==> src/rtl/pll_seq_pkg.sv <==
package pll_seq_pkg;

  typedef enum logic [4:0] {
    S_IDLE,
    S_UP_MSET,
    S_UP_SSET,
    S_UP_POLL,
    S_UP_MGCLK,
    S_UP_SGCLK,
    S_UP_MRBUF,
    S_UP_SRBUF,
    S_RUN,
    S_DN_STOP,
    S_DN_MRBUF,
    S_DN_MBIAS,
    S_DN_MSET,
    S_DN_SRBUF,
    S_DN_SBIAS,
    S_DN_SSET,
    S_FAIL
  } seq_state_t;

  typedef struct packed {
    logic lock_fail;
    logic pll_on;
    logic s_rbuf;
    logic m_rbuf;
    logic s_gclk;
    logic m_gclk;
    logic pll_start;
    logic s_bias;
    logic m_bias;
  } seq_out_t;

endpackage

==> src/rtl/pps_rst_sync.sv <==
module pps_rst_sync #(
  parameter int STAGES = 2
) (
  input  logic clk,
  input  logic rst_n,
  output logic rst_sync_n
);

  logic [STAGES-1:0] chain_q;

  always_ff @(posedge clk or negedge rst_n) begin
    if (!rst_n) chain_q <= '0;
    else        chain_q <= {chain_q[STAGES-2:0], 1'b1};
  end

  assign rst_sync_n = chain_q[STAGES-1];

endmodule

==> src/rtl/pps_settle_timer.sv <==
module pps_settle_timer #(
  parameter int CYC = 32
) (
  input  logic clk,
  input  logic rst_n,
  input  logic start,
  output logic done
);

  localparam int CW = $clog2(CYC + 1);

  logic [CW-1:0] cnt_q, cnt_n;
  logic          busy_q, busy_n;
  logic          done_n;

  always_comb begin
    cnt_n  = cnt_q;
    busy_n = busy_q;
    done_n = 1'b0;
    if (start) begin
      busy_n = 1'b1;
      cnt_n  = CW'(CYC - 1);
    end else if (busy_q) begin
      if (cnt_q == '0) begin
        busy_n = 1'b0;
        done_n = 1'b1;
      end else begin
        cnt_n = cnt_q - 1'b1;
      end
    end
  end

  always_ff @(posedge clk or negedge rst_n) begin
    if (!rst_n) begin
      cnt_q  <= '0;
      busy_q <= 1'b0;
      done   <= 1'b0;
    end else begin
      cnt_q  <= cnt_n;
      busy_q <= busy_n;
      done   <= done_n;
    end
  end

  AST_SETTLE_PULSE: assert property (@(posedge clk) disable iff (!rst_n)
    done |=> !done);

endmodule

==> src/rtl/pps_lock_poller.sv <==
module pps_lock_poller #(
  parameter int INTERVAL  = 12500,
  parameter int MAX_POLLS = 50
) (
  input  logic clk,
  input  logic rst_n,
  input  logic start,
  input  logic lock_in,
  output logic locked,
  output logic timeout
);

  localparam int ICW = $clog2(INTERVAL + 1);
  localparam int PCW = $clog2(MAX_POLLS + 1);

  logic [ICW-1:0] tick_q, tick_n;
  logic [PCW-1:0] polls_q, polls_n;
  logic           busy_q, busy_n;
  logic           locked_n, timeout_n;

  always_comb begin
    tick_n    = tick_q;
    polls_n   = polls_q;
    busy_n    = busy_q;
    locked_n  = 1'b0;
    timeout_n = 1'b0;
    if (start) begin
      busy_n  = 1'b1;
      tick_n  = ICW'(INTERVAL - 1);
      polls_n = '0;
    end else if (busy_q) begin
      if (tick_q == '0) begin
        if (lock_in) begin
          locked_n = 1'b1;
          busy_n   = 1'b0;
        end else if (polls_q == PCW'(MAX_POLLS - 1)) begin
          timeout_n = 1'b1;
          busy_n    = 1'b0;
        end else begin
          polls_n = polls_q + 1'b1;
          tick_n  = ICW'(INTERVAL - 1);
        end
      end else begin
        tick_n = tick_q - 1'b1;
      end
    end
  end

  always_ff @(posedge clk or negedge rst_n) begin
    if (!rst_n) begin
      tick_q  <= '0;
      polls_q <= '0;
      busy_q  <= 1'b0;
      locked  <= 1'b0;
      timeout <= 1'b0;
    end else begin
      tick_q  <= tick_n;
      polls_q <= polls_n;
      busy_q  <= busy_n;
      locked  <= locked_n;
      timeout <= timeout_n;
    end
  end

  AST_POLL_EXCLUSIVE: assert property (@(posedge clk) disable iff (!rst_n)
    !(locked && timeout));
  AST_POLL_BOUNDED: assert property (@(posedge clk) disable iff (!rst_n)
    busy_q |-> (polls_q < PCW'(MAX_POLLS)));

endmodule

==> src/rtl/pll_pwr_seq.sv <==
module pll_pwr_seq
  import pll_seq_pkg::*;
#(
  parameter int SETTLE_CYC = 32,
  parameter int POLL_CYC   = 12500,
  parameter int MAX_POLLS  = 50
) (
  input  logic clk,
  input  logic rst_n,
  input  logic prep_req,
  input  logic unprep_req,
  input  logic slave_en,
  input  logic lock_in,
  output logic m_bias_en,
  output logic s_bias_en,
  output logic pll_start,
  output logic m_gclk_en,
  output logic s_gclk_en,
  output logic m_rbuf_en,
  output logic s_rbuf_en,
  output logic pll_on,
  output logic lock_fail
);

  logic       rst_s_n;
  seq_state_t st_q, st_n;
  seq_out_t   o_q, o_n;
  logic       slv_q, slv_n;
  logic       up_q, up_n, dn_q, dn_n;
  logic       up_eff, dn_eff;
  logic       t_go, t_done, p_go, p_lock, p_tmo;

  pps_rst_sync #(.STAGES(2)) u_rst (
    .clk(clk), .rst_n(rst_n), .rst_sync_n(rst_s_n)
  );

  pps_settle_timer #(.CYC(SETTLE_CYC)) u_settle (
    .clk(clk), .rst_n(rst_s_n), .start(t_go), .done(t_done)
  );

  pps_lock_poller #(.INTERVAL(POLL_CYC), .MAX_POLLS(MAX_POLLS)) u_poll (
    .clk(clk), .rst_n(rst_s_n), .start(p_go), .lock_in(lock_in),
    .locked(p_lock), .timeout(p_tmo)
  );

  assign up_eff = up_q | prep_req;
  assign dn_eff = dn_q | unprep_req;

  always_comb begin
    st_n  = st_q;
    o_n   = o_q;
    slv_n = slv_q;
    up_n  = up_eff;
    dn_n  = dn_eff;
    t_go  = 1'b0;
    p_go  = 1'b0;
    unique case (st_q)
      S_IDLE: begin
        dn_n = 1'b0;
        if (up_eff) begin
          up_n       = 1'b0;
          slv_n      = slave_en;
          o_n.m_bias = 1'b1;
          t_go       = 1'b1;
          st_n       = S_UP_MSET;
        end
      end
      S_UP_MSET: begin
        if (t_done) begin
          if (slv_q) begin
            o_n.s_bias = 1'b1;
            t_go       = 1'b1;
            st_n       = S_UP_SSET;
          end else begin
            o_n.pll_start = 1'b1;
            p_go          = 1'b1;
            st_n          = S_UP_POLL;
          end
        end
      end
      S_UP_SSET: begin
        if (t_done) begin
          o_n.pll_start = 1'b1;
          p_go          = 1'b1;
          st_n          = S_UP_POLL;
        end
      end
      S_UP_POLL: begin
        if (p_lock) begin
          o_n.pll_on = 1'b1;
          st_n       = S_UP_MGCLK;
        end else if (p_tmo) begin
          o_n.lock_fail = 1'b1;
          st_n          = S_FAIL;
        end
      end
      S_UP_MGCLK: begin
        o_n.m_gclk = 1'b1;
        st_n       = slv_q ? S_UP_SGCLK : S_UP_MRBUF;
      end
      S_UP_SGCLK: begin
        o_n.s_gclk = 1'b1;
        st_n       = S_UP_MRBUF;
      end
      S_UP_MRBUF: begin
        o_n.m_rbuf = 1'b1;
        st_n       = slv_q ? S_UP_SRBUF : S_RUN;
      end
      S_UP_SRBUF: begin
        o_n.s_rbuf = 1'b1;
        st_n       = S_RUN;
      end
      S_RUN: begin
        up_n = 1'b0;
        if (dn_eff) begin
          dn_n       = 1'b0;
          o_n.m_gclk = 1'b0;
          st_n       = S_DN_STOP;
        end
      end
      S_DN_STOP: begin
        o_n.pll_start = 1'b0;
        st_n          = S_DN_MRBUF;
      end
      S_DN_MRBUF: begin
        o_n.m_rbuf = 1'b0;
        st_n       = S_DN_MBIAS;
      end
      S_DN_MBIAS: begin
        o_n.m_bias = 1'b0;
        t_go       = 1'b1;
        st_n       = S_DN_MSET;
      end
      S_DN_MSET: begin
        if (t_done) begin
          if (slv_q) begin
            o_n.s_gclk = 1'b0;
            st_n       = S_DN_SRBUF;
          end else begin
            o_n.pll_on = 1'b0;
            st_n       = S_IDLE;
          end
        end
      end
      S_DN_SRBUF: begin
        o_n.s_rbuf = 1'b0;
        st_n       = S_DN_SBIAS;
      end
      S_DN_SBIAS: begin
        o_n.s_bias = 1'b0;
        t_go       = 1'b1;
        st_n       = S_DN_SSET;
      end
      S_DN_SSET: begin
        if (t_done) begin
          o_n.pll_on = 1'b0;
          st_n       = S_IDLE;
        end
      end
      S_FAIL: begin
        up_n = 1'b0;
        if (dn_eff) begin
          dn_n = 1'b0;
          o_n  = '0;
          st_n = S_IDLE;
        end
      end
      default: begin
        o_n  = '0;
        st_n = S_IDLE;
      end
    endcase
  end

  always_ff @(posedge clk or negedge rst_s_n) begin
    if (!rst_s_n) begin
      st_q  <= S_IDLE;
      o_q   <= '0;
      slv_q <= 1'b0;
      up_q  <= 1'b0;
      dn_q  <= 1'b0;
    end else begin
      st_q  <= st_n;
      o_q   <= o_n;
      slv_q <= slv_n;
      up_q  <= up_n;
      dn_q  <= dn_n;
    end
  end

  assign m_bias_en = o_q.m_bias;
  assign s_bias_en = o_q.s_bias;
  assign pll_start = o_q.pll_start;
  assign m_gclk_en = o_q.m_gclk;
  assign s_gclk_en = o_q.s_gclk;
  assign m_rbuf_en = o_q.m_rbuf;
  assign s_rbuf_en = o_q.s_rbuf;
  assign pll_on    = o_q.pll_on;
  assign lock_fail = o_q.lock_fail;

  AST_CLOCKS_NEED_ON: assert property (@(posedge clk) disable iff (!rst_s_n)
    (o_q.m_gclk || o_q.s_gclk || o_q.m_rbuf || o_q.s_rbuf) |-> o_q.pll_on);
  AST_START_AFTER_BIAS: assert property (@(posedge clk) disable iff (!rst_s_n)
    $rose(o_q.pll_start) |-> (o_q.m_bias && (o_q.s_bias || !slv_q)));
  AST_GATE_BEFORE_STOP: assert property (@(posedge clk) disable iff (!rst_s_n)
    $fell(o_q.pll_start) |-> !o_q.m_gclk);
  AST_FAIL_GATED: assert property (@(posedge clk) disable iff (!rst_s_n)
    o_q.lock_fail |-> !(o_q.pll_on || o_q.m_gclk || o_q.s_gclk || o_q.m_rbuf || o_q.s_rbuf));
  AST_MASTER_GCLK_FIRST: assert property (@(posedge clk) disable iff (!rst_s_n)
    $rose(o_q.s_gclk) |-> o_q.m_gclk);
  AST_SINGLE_STEP: assert property (@(posedge clk) disable iff (!rst_s_n)
    ($countones(o_q ^ $past(o_q)) <= 1) || ($past(o_q.lock_fail) && !o_q.lock_fail));

endmodule

==> config.mk <==
export PLATFORM = sky130hd
export DESIGN_NAME = pll_pwr_seq
export DESIGN_NICKNAME = d
export VERILOG_FILES = /design/src/rtl/pll_seq_pkg.sv /design/src/rtl/pps_rst_sync.sv /design/src/rtl/pps_settle_timer.sv /design/src/rtl/pps_lock_poller.sv /design/src/rtl/pll_pwr_seq.sv
export SDC_FILE = /design/constraint.sdc
export NUM_CORES = 1
export LEC_CHECK = 0
export BUFFER_PORTS_ARGS = -buffer_cell sky130_fd_sc_hd__buf_2
export CAP_MARGIN = 5
export CELL_PAD_IN_SITES_DETAIL_PLACEMENT = 0
export CELL_PAD_IN_SITES_GLOBAL_PLACEMENT = 2
export CORE_UTILIZATION = 34
export DETAILED_ROUTE_END_ITERATION = 7
export GPL_TIMING_DRIVEN = 0
export PLACE_DENSITY = 0.86
export SETUP_SLACK_MARGIN = 0.5
export SLEW_MARGIN = 30
export SYNTH_ARGS = -nofsm -noshare
export SYNTH_HDL_FRONTEND = slang
export SYNTH_SLANG_ARGS = --single-unit
export TNS_END_PERCENT = 30
==> constraint.sdc <==
create_clock -name clk -period 1.48 [get_ports clk]
set_input_delay 0.296 -clock clk [delete_from_list [all_inputs] [get_ports clk]]
set_output_delay 0.296 -clock clk [all_outputs]
set_load 0.02 [all_outputs]
After elaboration in Yosys (flattened, before gate mapping)
Cells that the tools add are included.
{"block": "word_totals", "regBits": 50, "input_bits": 6, "output_inout_bits": 9, "word_cells": 185}
{"block": "op_classes", "n_addsub": 3, "eq_ne": 37, "muxes": 81, "bitwise": 11, "n_reduce_logical": 31}
{"operator": "5-bit one-hot mux with 17 select lines", "n": 1}
{"operator": "14-bit OR reduction", "n": 6}
{"operator": "14-bit 2-to-1 mux", "n": 5}
{"operator": "6-bit 2-to-1 mux", "n": 8}
{"operator": "5-bit 2-to-1 mux", "n": 9}
{"operator": "1-bit 2-to-1 mux", "n": 42}
{"operator": "5-bit by 4-bit equality test with 1-bit output (second input constant)", "n": 8}
{"operator": "13-bit OR reduction", "n": 2}
{"operator": "5-bit by 3-bit equality test with 1-bit output (second input constant)", "n": 4}
{"operator": "2-bit != test (second input constant)", "n": 10}
{"operator": "1-bit one-hot mux with 3 select lines", "n": 6}
{"operator": "4-bit AND reduction", "n": 4}
{"operator": "15-bit OR reduction", "n": 1}
{"operator": "14-bit zero test", "n": 1}
{"operator": "2-bit by 1-bit != test with 1-bit output (second input constant)", "n": 7}
{"operator": "14-bit by 1-bit subtractor with 14-bit output (second input constant)", "n": 1}
{"operator": "1-bit one-hot mux with 4 select lines", "n": 3}
{"operator": "5-bit by 2-bit equality test with 1-bit output (second input constant)", "n": 2}
{"operator": "9-bit 2-to-1 mux", "n": 1}
{"operator": "1-bit inverter", "n": 9}
{"operator": "3-bit AND reduction", "n": 3}
{"operator": "4-bit 2-to-1 mux", "n": 2}
{"operator": "2-bit AND reduction", "n": 4}
{"operator": "8-bit AND reduction", "n": 1}
{"operator": "18 further kinds", "n": 23}

Depth between registers and ports, before layout
{"block": "depth", "ltp_word": 6, "mapped_depth": 8, "ltp_nobuf": 7}

Hierarchy
From an unflattened synthesis, not the netlist that was laid out.
{"block": "hier_totals", "hier_cells": 344, "hier_area_um2": 3153.0}
{"mod": "pps_lock_poller", "n_inst": 1, "cells_each": 130, "area_per_inst_um2": 1335.0, "seq_area_each_um2": 575.6}
{"mod": "pll_pwr_seq", "n_inst": 1, "cells_each": 165, "area_per_inst_um2": 1287.5, "seq_area_each_um2": 425.4}
{"mod": "pps_settle_timer", "n_inst": 1, "cells_each": 46, "area_per_inst_um2": 476.7, "seq_area_each_um2": 200.2}
{"mod": "pps_rst_sync", "n_inst": 1, "cells_each": 3, "area_per_inst_um2": 53.8, "seq_area_each_um2": 50.0}

Least setup slack after synthesis
No wires, ideal clock.
{"block": "synth_path", "kind": "register to register", "start": "register u_settle.cnt_q[0]", "end": "register u_settle.cnt_q[5]", "setup_time_ns": 0.119, "t_arrival_ns": 1.947, "t_required_ns": 1.361, "slack_ns": -0.586, "path_stages_with_launch": 8, "n_path_buf": 0, "synth_period_minus_slack_ns": 2.066, "path_cell_list": "dfrtp_1 -> inv_1 -> ha_1 -> or4b_2 -> o21ai_1 -> nor3_1 -> xor2_1 -> and2_1"}
{"block": "synth_between", "elab_chain_cells": 4, "elab_cells_between_ends": 7, "classes_between": "1 x add/sub; 1 x eq/ne; 3 x mux; 2 x reduce/logical"}
{"item": "start, declared", "line_no": "pps_settle_timer.sv:12", "rtl": "logic [CW-1:0] cnt_q, cnt_n;"}
{"item": "start signal, assigned", "line_no": "pps_settle_timer.sv:39", "rtl": "cnt_q <= cnt_n;"}
{"item": "6-bit by 1-bit subtractor with 6-bit output", "line_no": "pps_settle_timer.sv:28", "rtl": "cnt_n = cnt_q - 1'b1;"}
{"item": "6-bit 2-to-1 mux", "line_no": "pps_settle_timer.sv:24", "rtl": "if (cnt_q == '0) begin"}
{"item": "6-bit 2-to-1 mux", "line_no": "pps_settle_timer.sv:23", "rtl": "end else if (busy_q) begin"}
{"item": "6-bit 2-to-1 mux", "line_no": "pps_settle_timer.sv:20", "rtl": "if (start) begin"}
Parallel ways exist; a longest one is shown, timed or not. The select of a mux whose other input is x is not followed.
A chain may end at the register's enable or synchronous reset.

Worst setup path in the final report
{"block": "layout_path", "start": "register u_poll.tick_q[5]", "end": "register u_poll.polls_q[5]"}
{"block": "layout_between", "elab_chain_cells": 3}
{"item": "start, declared", "line_no": "pps_lock_poller.sv:16", "rtl": "logic [ICW-1:0] tick_q, tick_n;"}
{"item": "start signal, assigned", "line_no": "pps_lock_poller.sv:57", "rtl": "tick_q <= tick_n;"}
{"item": "14-bit zero test", "line_no": "pps_lock_poller.sv:32", "rtl": "if (tick_q == '0) begin"}
{"item": "2-bit nonzero test (no line)"}
{"item": "4-bit AND reduction (no line)"}
{"item": "end signal, assigned", "line_no": "pps_lock_poller.sv:58", "rtl": "polls_q <= polls_n;"}
{"item": "end, declared", "line_no": "pps_lock_poller.sv:17", "rtl": "logic [PCW-1:0] polls_q, polls_n;"}
Every way passes these cells.

==> reports/metrics.cfg <==
[worst_setup_path]
crit_start=u_poll.tick_q[5]
rr_endpoint=u_poll.polls_q[5]
critical_path_required_ns=1.73
crit_chain=or4_4, nor3_4, nand4_4, or4_1, a21oi_2
timing_worst_setup_path_type=register to register
r2r_cells=5
cp-end-kind=register
cp_max_fo=6
crit_path_start_kind=register
cp_slowest_cell=or4_4
rrSetupSlack_ns=-0.52
reg2reg_from=u_poll.tick_q[5]
critPathArrivalTime_ns=2.24
max_stage_delay_ns=0.56

[logic_synthesis]
synth_nets=355
ys.flop_type=dfrtp_1
avgSynthCellArea_um2=8.49
synth-seq-area-share=0.428
synth_edf_count=0
synth_cell_types=56
syn_inst=344
yosys_warnings=0
syn_area_um2=2920
synth-seq-cells=50
async_flop_share=1.00

[placement]
placed_cells=464
placedInstanceArea_um2=3280
dpl.hpwl_um=5450
place_congestion=0.823
pre_cts_ws_ns=-0.713
portBuffers=14

[floorplan]
die_y_um=94.7
rows=33
core_um2=8260
initial_core_util=0.354
die_area_um2=8960
ioPinCount=15
die_w_um=94.7

[power]
vdd_drop_max_uv=747
power.total_mw=6.18
p_per_area_nw_per_um2=1490
power_leakage_nw=1.71

[layout]
fin_area_um2=4160
multi_input_area_um2=1900
seqCellArea_um2=1260
area_growth_pct=42.5
final_util=0.504
diodes=0
final_cell_count_no_fill=514
final_cell_mix=dfrtp_1, nand2_1, buf_4
layout_commonest_cell=dfrtp_1
n_fill_cell=760
nNetsFinal=419
final_layout_size_suffix_gt1_frac=0.367

[route]
drc=0
avgViaCountPerCell=5.63
wirelength_um=8490
drtAntennaViolNets=0
firstDrtPassIters=5
route.detailed.wl_per_inst_um=16.5
drt_iter0_drc=115
dr_total_vias=2894

[clocking]
clk_latency_ns=0.31
h-tree-depth=2
root_buffer=clkbuf_8
cts.path.max_buffers=2
cts_tree=built
cts-buffers-inserted=5
clk_pin_slew_ns=0.10
cts_sinks=50

[sta]
rsz0062_at_grt=true
finalCritPeriodShare=1.35
fin_crit_ns=2.00
tightest_slew_ns=0.513
worst_hold_slack_ns=0.178
hold_violations=0
finClkSkew_ns=0.0108
fmax_mhz=501
layout_setup_ws_ns=-0.518
tns_ns=-11.04
finalMaxSlewViolations=0
maxSlewHeadroom=0.658
finalSetupViolCount=43

[run_status]
status=complete, but fails checks
violations=negative setup slack

[global_routing]
antenna_found_initial=0
grt_pass1_vias=2789
grt_usage=0.199
grt_pass1_wl_um=13800
grt-ovfl-total=0
grt_max_degree=36

[flow_run]
drv_cap=0

[worst_hold_path]
hold_class=register to asynchronous set/reset pin

state kept, by name, indices dropped and copies added, names as in the netlist:
name / count
up_q: 1
u_poll.timeout: 1
s_rbuf_en: 1
u_settle.done: 1
s_bias_en: 1
u_poll.busy_q: 1
u_settle.busy_q: 1
lock_fail: 1
u_poll.tick_q: 14
u_poll.locked: 1
m_rbuf_en: 1
st_q: 5
u_poll.polls_q: 6
u_rst.chain_q: 2
slv_q: 1
m_bias_en: 1
dn_q: 1
pll_start: 1
u_settle.cnt_q: 6
s_gclk_en: 1
m_gclk_en: 1
pll_on: 1
Yosys cell counts (3+ instances only):
master	instances	area share
nand3_1	9	0.015
clkbuf_1	16	0.021
xnor2_1	6	0.018
nor4_1	4	0.0086
ha_1	5	0.021
inv_1	12	0.015
nand2_1	42	0.054
nor2b_1	4	0.0086
nor3b_1	5	0.013
nor2_1	37	0.048
a21boi_0	3	0.0077
nand2b_1	4	0.0086
or4_1	4	0.010
nor3_1	16	0.027
o21a_1	3	0.0077
or3_1	3	0.0064
o2111ai_1	3	0.0090
o31ai_1	4	0.010
nand4_1	3	0.0064
and3_1	4	0.0086
dfrtp_1	50	0.43
o21ai_0	26	0.045
a41oi_1	3	0.0090
o211ai_1	9	0.023
xor2_1	8	0.024
a21oi_1	23	0.039
logic make-up (layout without fill, tap and decap cells):
group	after synthesis	in the layout	synth area share
and+or+nand+nor	150	150	0.262
buffers and inverters	31	96	0.0403
xor gates and xnor gates	14	14	0.0420
muxes	2	2	0.00728
adders and majority gates	5	5	0.0214
DFF	50	50	0.428
other	1	1	0.00128
AOI/OAI and AO/OA	91	91	0.197
power by group:
group	switching (mW)	leakage, nW	internal [mW]
clock	0.501	0.0585	0.508
combinational	1.84	1.07	1.53
sequential	0.216	0.586	1.58
worst max-delay path by stage:
stage | to | slack (ns)
finish | u_poll.polls_q[5] | -0.52
global route | u_poll.polls_q[5] | -0.58
CTS | u_poll.polls_q[5] | -0.48
detailed placement | u_poll.tick_q[13] | -0.71
global placement | u_poll.tick_q[13] | -0.70
floorplan | u_poll.polls_q[5] | -0.41
cell type report:
class                   count  share of cell area
multi-input cells         263               0.457
flip-flops and latches     50               0.303
inverters                  12              0.0117
plain buffers              19              0.0502
repair buffers             57               0.120
clock inverters             3              0.0105
well taps                 105              0.0316
clock buffers               5              0.0165
worst max-delay path, delay by kind of cell (launching register included):
kind             cells  cell delay [ns]
AND/OR/NAND/NOR      4             1.41
flip-flops           1             0.42
AO/OA/AOI/OAI        1             0.12
what timing repair did:
| action | in CTS | in global routing |
|---|---|---|
| setup endpoints to repair | 57 | 57 |
| gates resized for setup | 94 | 36 |
| pin swaps | 28 | 15 |
| endpoints found under the hold margin | 2 | 0 |
| hold buffers | 1 | 0 |
| setup buffers | 24 | 17 |
metal layers:
metal / vias to the layer above / routed length [um] / GRT usage
li1: 1360 / - / -
met1: 1424 / 3690 / 0.259
met2: 95 / 4230 / 0.332
met3: 15 / 428 / 0.0298
met4: 0 / 140 / 0.0720
met5: - / 0 / 0
Note: power is estimated with default switching activity, not from simulation.
